===== config.mk =====
export PLATFORM = sky130hd
export DESIGN_NAME = bnb_guard
export DESIGN_NICKNAME = d
export VERILOG_FILES = /design/src/rtl/bnb_pkg.sv /design/src/rtl/bnb_limit_check.sv /design/src/rtl/bnb_region_decode.sv /design/src/rtl/bnb_guard.sv
export SDC_FILE = /design/constraint.sdc
export NUM_CORES = 1
export LEC_CHECK = 0
export CAP_MARGIN = 40
export CORE_MARGIN = 4
export CORE_UTILIZATION = 45
export DETAILED_ROUTE_END_ITERATION = 10
export DONT_BUFFER_PORTS = 1
export HOLD_SLACK_MARGIN = 0.08
export SYNTH_ARGS = -nofsm -noshare
export SYNTH_HDL_FRONTEND = slang
export SYNTH_SLANG_ARGS = --single-unit

===== constraint.sdc =====
create_clock -name clk -period 5.41 [get_ports clk]
set_input_delay 0.541 -clock clk [delete_from_list [all_inputs] [get_ports clk]]
set_output_delay 0.541 -clock clk [all_outputs]
set_load 0.005 [all_outputs]

===== src/rtl/bnb_pkg.sv =====
package bnb_pkg;
    typedef enum logic [1:0] {
        RGN_MEM  = 2'd0,
        RGN_IO   = 2'd1,
        RGN_HOLE = 2'd2
    } region_e;
endpackage


===== src/rtl/bnb_limit_check.sv =====
module bnb_limit_check #(
    parameter int ADDR_W = 32
) (
    input  logic              user_i,
    input  logic [ADDR_W-1:0] base_i,
    input  logic [ADDR_W-1:0] bound_i,
    input  logic [ADDR_W-1:0] laddr_i,
    output logic [ADDR_W-1:0] paddr_o,
    output logic              over_o
);
    // Limit compare is on the logical address; relocation wraps at 2^ADDR_W.
    always_comb begin
        if (user_i) begin
            over_o  = (laddr_i >= bound_i);
            paddr_o = laddr_i + base_i;
        end else begin
            over_o  = 1'b0;
            paddr_o = laddr_i;
        end
    end
endmodule


===== src/rtl/bnb_region_decode.sv =====
module bnb_region_decode
    import bnb_pkg::*;
#(
    parameter int              ADDR_W    = 32,
    parameter logic [ADDR_W-1:0] MEM_BYTES = 32'h0100_0000,
    parameter logic [ADDR_W-1:0] IO_BASE   = 32'hF000_0000
) (
    input  logic [ADDR_W-1:0] paddr_i,
    output region_e           region_o
);
    always_comb begin
        if (paddr_i >= IO_BASE)
            region_o = RGN_IO;
        else if (paddr_i < MEM_BYTES)
            region_o = RGN_MEM;
        else
            region_o = RGN_HOLE;
    end
endmodule


===== src/rtl/bnb_guard.sv =====
module bnb_guard
    import bnb_pkg::*;
#(
    parameter int                ADDR_W     = 32,
    parameter int                CODE_W     = 4,
    parameter logic [ADDR_W-1:0] MEM_BYTES  = 32'h0100_0000,
    parameter logic [ADDR_W-1:0] IO_BASE    = 32'hF000_0000,
    parameter logic [CODE_W-1:0] CODE_RANGE = 4'd2
) (
    input  logic              clk,
    input  logic              rst_n,
    input  logic              req_i,
    input  logic              mode_i,
    input  logic [ADDR_W-1:0] base_i,
    input  logic [ADDR_W-1:0] bound_i,
    input  logic [ADDR_W-1:0] vaddr_i,
    output logic [ADDR_W-1:0] paddr_o,
    output logic              mem_sel_o,
    output logic              io_sel_o,
    output logic              fault_o,
    output logic [CODE_W-1:0] fault_code_o
);
    localparam logic [ADDR_W-1:0] ZERO_ADDR = '0;
    localparam logic [CODE_W-1:0] ZERO_CODE = '0;

    typedef struct packed {
        logic [ADDR_W-1:0] paddr;
        logic              mem;
        logic              io;
        logic              fault;
        logic [CODE_W-1:0] code;
    } resp_t;

    localparam resp_t RESP_IDLE = '{paddr: ZERO_ADDR, mem: 1'b0, io: 1'b0,
                                    fault: 1'b0, code: ZERO_CODE};

    logic [ADDR_W-1:0] reloc_addr;
    logic              over_limit;
    region_e           region;
    resp_t             resp_d, resp_q;

    bnb_limit_check #(.ADDR_W(ADDR_W)) u_limit (
        .user_i  (mode_i),
        .base_i  (base_i),
        .bound_i (bound_i),
        .laddr_i (vaddr_i),
        .paddr_o (reloc_addr),
        .over_o  (over_limit)
    );

    bnb_region_decode #(
        .ADDR_W    (ADDR_W),
        .MEM_BYTES (MEM_BYTES),
        .IO_BASE   (IO_BASE)
    ) u_region (
        .paddr_i  (reloc_addr),
        .region_o (region)
    );

    always_comb begin
        resp_d = RESP_IDLE;
        if (req_i) begin
            if (over_limit || region == RGN_HOLE) begin
                resp_d.fault = 1'b1;
                resp_d.code  = CODE_RANGE;
            end else begin
                resp_d.paddr = reloc_addr;
                resp_d.mem   = (region == RGN_MEM);
                resp_d.io    = (region == RGN_IO);
            end
        end
    end

    always_ff @(posedge clk) begin
        if (!rst_n) resp_q <= RESP_IDLE;
        else        resp_q <= resp_d;
    end

    assign paddr_o      = resp_q.paddr;
    assign mem_sel_o    = resp_q.mem;
    assign io_sel_o     = resp_q.io;
    assign fault_o      = resp_q.fault;
    assign fault_code_o = resp_q.code;

    assert_exclusive_R8: assert property (@(posedge clk) disable iff (!rst_n)
        $onehot0({mem_sel_o, io_sel_o, fault_o}));

    assert_code_matches_R8: assert property (@(posedge clk) disable iff (!rst_n)
        fault_o ? (fault_code_o == CODE_RANGE && paddr_o == ZERO_ADDR)
                : (fault_code_o == ZERO_CODE));

    assert_idle_quiet_R2: assert property (@(posedge clk) disable iff (!rst_n)
        !req_i |=> !mem_sel_o && !io_sel_o && !fault_o && paddr_o == ZERO_ADDR);

    assert_user_limit_R5: assert property (@(posedge clk) disable iff (!rst_n)
        req_i && mode_i && (vaddr_i >= bound_i) |=> fault_o && !mem_sel_o && !io_sel_o);

    assert_system_pass_R3: assert property (@(posedge clk) disable iff (!rst_n)
        req_i && !mode_i && (vaddr_i < MEM_BYTES) |=> mem_sel_o && paddr_o == $past(vaddr_i));

    assert_io_region_R6: assert property (@(posedge clk) disable iff (!rst_n)
        io_sel_o |-> paddr_o >= IO_BASE);

    assert_mem_region_R6: assert property (@(posedge clk) disable iff (!rst_n)
        mem_sel_o |-> paddr_o < MEM_BYTES);
endmodule


* Word level (Yosys, flattened, before mapping)
Index checks and enable logic that the tools add are counted.
** Operators by class
- Add/subtract/negate cells :: 1
- $lt $le $gt $ge :: 3
- Eq/ne operators :: 2
- Multiplexer cells :: 5
- Bitwise logic cells :: 2
- Reductions and logical operators :: 4
** Operators by type and width (number)
- $add 32x32->32 :: 1
- $ge 32x32->1 :: 1
- $ge 32x32->1 const B :: 1
- $lt 32x25->1 const B :: 1
- $mux 32 :: 1
- $mux 5 :: 1
- $mux 2 :: 2
- $reduce_or 3->1 :: 1
- $eq 2x1->1 const B :: 1
- $eq 2x2->1 const B :: 1
- $logic_not 2->1 :: 1
- $not 1->1 :: 2
- $reduce_and 2->1 :: 1
- $logic_or 1x1->1 :: 1
- $mux 1 :: 1
** Storage, ports and cells
- Flip-flop bits (word level) :: 39
- Input port bits :: 100
- Word-level logic and storage cells :: 22

* Depth between registers and ports, before layout
- Depth in word-level cells :: 8
- Gate-level depth with buffers :: 12
- Mapped depth without buffers :: 11

* Hierarchy
A second synthesis with hierarchy kept.
** Second synthesis, totals
- Cell total of the unflattened synthesis :: 464
- Area total of the unflattened synthesis :: 3885.0 um^2
** Modules (own cells, without submodules)
- bnb_limit_check :: instances 1, cells each 375, area an instance 2813.9 um^2, sequential area each 0.0 um^2
- bnb_guard :: instances 1, cells each 85, area an instance 1036.0 um^2, sequential area each 700.7 um^2
- bnb_region_decode :: instances 1, cells each 4, area an instance 35.0 um^2, sequential area each 0.0 um^2

* Worst setup path before layout
Ideal clock, no wire load.
- Path kind :: input-to-reg
- Start point :: input port base_i[0]
- End point :: register resp_q (netlist bit paddr_o[1])
- Setup time :: 0.067 ns
- Data arrival time :: 3.339 ns
- Required time :: 5.343 ns
- Setup slack :: 2.004 ns
- Stages :: 12
- Buffers on the path :: 1
- Cells stage by stage :: ha_1 > fa_1 > a211oi_2 > o21ai_2 > a41oi_2 > o211ai_1 > a311oi_1 > mux2_2 > o31a_1 > nand4b_4 > buf_2 > a21oi_2
** On the way
- Word-level cells in the longest chain between the ends :: 8
- Elaborated cells on any way between the ends :: 9
- Those cells by class :: 1 x add/sub; 2 x order compare; 1 x eq/ne; 3 x mux; 2 x reduce/logical
** Ends and longest elaborated chain
- start, declared :: RTL line bnb_guard.sv:14 : input logic [ADDR_W-1:0] base_i,
- $add 32x32->32 * :: RTL line bnb_limit_check.sv:15 : paddr_o = laddr_i + base_i;
- $mux 32 * :: RTL line bnb_limit_check.sv:13 : if (user_i) begin
- $lt 32x25->1 :: RTL line bnb_region_decode.sv:14 : else if (paddr_i < MEM_BYTES)
- $mux 2 :: RTL line bnb_region_decode.sv:14
- $mux 2 :: RTL line bnb_region_decode.sv:12 : if (paddr_i >= IO_BASE)
- $eq 2x2->1 :: RTL line bnb_guard.sv:63 : if (over_limit || region == RGN_HOLE) begin
- $logic_or 1x1->1 :: RTL line bnb_guard.sv:63
- $reduce_or 3->1 (no line)
- end signal, assigned :: RTL line bnb_guard.sv:76 : else resp_q <= resp_d;
- end, declared :: RTL line bnb_guard.sv:40 : resp_t resp_d, resp_q;
Mark *: on every way between the ends. The rest lies on a longest branch, timed or not.
A chain may end at the register's enable or synchronous reset.

* Final worst setup path
- Start point :: input port base_i[0]
- End point :: register resp_q (netlist bit paddr_o[2])
Same word-level chain as after synthesis.

==> impl_metrics.csv <==
group,metric,value,unit
setup_path,worstSetupPathType,"input pin to flip-flop",
synthesis,syn_area,4160,um^2
clock_network,cts_sinks,35,
place,port_buffers,0,
setup_path,crit_chain,"ha_1 > fa_1 > a211oi_2 > o21ai_2 > a41oi_2 > o211ai_1 > a311oi_1 > mux2_2 > o31a_1 > nand4b_4 > a221oi_2",
run_status,status,"finished clean",
place,dpl.hpwl,9930,um
power,p_leak,1.96,nW
clock_network,cts_resized,0,
clock_network,clockRootBuffer,"clkbuf_8",
clock_network,htreeDepth,2,
synthesis,yosys_warnings,0,
detailed_routing,drt_wl_total,11700,um
clock_network,hold_buffers,0,
timing,drv_slew,0,
power,max-vdd-ir-drop,0.0000887,V
detailed_routing,dr.pass1.iters,4,
synthesis,seq_area_frac_synth,16.9,%
timing,final-setup-viol-count,0,
timing,fin_crit_sh,70.9,%
timing,timing.slew.headroom,56.2,%
floorplan,die_h,104,um
detailed_routing,drc,0,
timing,tightest_slew,0.656,ns
global_routing,grt_max_degree,35,
setup_path,cp_max_fo,33,
clock_network,cts.path.max_buffers,2,
finish,mostFrequentLayoutCells,"ha_1 (63), a21oi_1 (48), inv_1 (43)",
synthesis,netlist_instances,518,
setup_path,start_kind,"input pin",
setup_path,cp.arrival,4.03,ns
synthesis,synth_cell_types,72,
synthesis,syn_area_per_cell,8.02,um^2
synthesis,async_flop_share,0,%
clock_network,cts_made_buffers,5,
timing,fin_tns_setup,0,ns
setup_path,max_stage_delay,0.60,ns
synthesis,synth-edff-count,0,
synthesis,synthFlopType,"dfxtp_1",
global_routing,grt_pass1_vias,3593,
global_routing,track_usage,20.7,%
finish,syn2layout_area_growth,3.16,%
clock_network,postCtsSetupRepairBufs,0,
setup_path,crit_path_top_delay_cell,"nand4b_4",
finish,antenna_cells,0,
floorplan,initial_utilization,47.0,%
synthesis,netlist.area_leader.share,19.0,%
power,p_per_area,199,nW/um^2
finish,final_common_cell,"ha_1",
global_routing,antenna_found_initial,0,
floorplan,ios,139,
floorplan,core,8850,um^2
synthesis,synth_top_area_cell,"ha_1",
setup_path,startpoint,"base_i[0]",
setup_path,setup.worst_path.end_class,"flip-flop",
floorplan,rows,34,
place,placed_cell_area,4180,um^2
job,drv_cap,0,
detailed_routing,via_count,3722,
global_routing,gr-total-overflow,0,
detailed_routing,postRouteAntennaNets,0,
timing,hold_viol,0,
timing,rsz0062_at_grt,"no",
finish,drive_above_1_share,8.89,%
detailed_routing,wl_per_cell,19.1,um
worst_hold_path,hold_path_class,"input pin to flip-flop",
floorplan,die-area,10800,um^2
detailed_routing,vias_per_cell,6.06,
global_routing,grt_pass1_wl,18500,um
clock_network,cts_tree,"built",
detailed_routing,drtIter0Drc,169,
setup_path,crit_required,5.61,ns
synthesis,yosys-top-cells-area,"ha_1 (19%), dfxtp_1 (17%), a21oi_1 (5.8%)",
timing,clock.fmax,261,MHz
timing,fin_hold_ws,0.367,ns
finish,finalNetCount,669,
finish,stdcell_area,4290,um^2
clock_network,clk_pin_slew,0.07,ns
power,total_power,0.000852,W
place,place.gp.congestion,0.874,
timing,min_period,3.83,ns
floorplan,die-width,104,um
synthesis,ys_seq_elements,35,
worst_hold_path,min_from,"mode_i",
synthesized netlist by cell type (4+ instances only):
library cell / instances
o21bai_1: 5
buf_2: 9
dfxtp_1: 35
a21oi_2: 20
and2_1: 4
o21ai_0: 30
a31oi_1: 4
nand2b_1: 5
buf_4: 4
nand4_1: 13
xnor2_1: 12
nand2_1: 39
nor2b_1: 6
mux2i_1: 24
ha_1: 63
o211ai_1: 6
nor3_1: 14
nor2_1: 22
a21o_1: 12
clkbuf_1: 7
o21a_1: 8
a211oi_1: 7
a21oi_1: 48
xor2_1: 9
nand3_1: 5
inv_1: 43
cells by family after synthesis:
group	count (synthesis)	synth area share [%]
other	1	0.0902
adder cells (fa/ha/maj)	64	19.4
multiplexers	26	6.32
AO/OA/AOI/OAI	176	29.4
flip-flops	35	16.9
XOR/XNOR	21	4.43
buffers and inverters	66	6.95
AND/OR/NAND/NOR	129	16.5
worst paths after layout:
kind / endpoint / depth (start not counted)
worst min-delay path: paddr_o[2]$_SDFF_PP0_ / 1
worst max-delay path: paddr_o[2]$_SDFF_PP0_ / 11
where the power goes:
group          total, W  switching [W]  internal [W]
registers      0.000266     0.00000348      0.000263
logic          0.000350       0.000206      0.000144
clock network  0.000236      0.0000985      0.000137
total          0.000852       0.000308      0.000544
metrics by stage:
stage / std cells / util, % / setup WS (ns)
final: 614 / 48.5 / 1.58
after global routing: 614 / 48.5 / 1.35
after CTS: 614 / 48.5 / 1.58
after detailed placement: 606 / 47.2 / 1.29
after global placement: 606 / 47.2 / 1.37
after floorplan: 520 / - / 2.00
final cells by class:
class                   instances  area [um^2]
multi-input cells             419         3170
clock inverters                 3         43.8
clock buffers                   5         68.8
fillers                       904         4560
well taps                     108          135
inverters                      44          165
flip-flops and latches         35          701
flip-flops by register name, indices dropped and copies added (netlist names):
name and count:
io_sel_o 1, mem_sel_o 1, paddr_o 32, fault_code_o 1
critical path, delay by kind of cell:
| family | cells | cell delay (ns) |
|---|---|---|
| compound gates | 7 | 1.83 |
| simple gates | 1 | 0.60 |
| fa+ha+maj | 2 | 0.67 |
| mux | 1 | 0.38 |
routing by layer:
metal / part of all wire (%) / track usage [%]
met5: 0 / 0
met4: 1.5 / 4.18
met3: 7.0 / 4.78
met2: 45 / 33.1
met1: 47 / 28.5
Note: power is estimated with default switching activity, not from simulation.
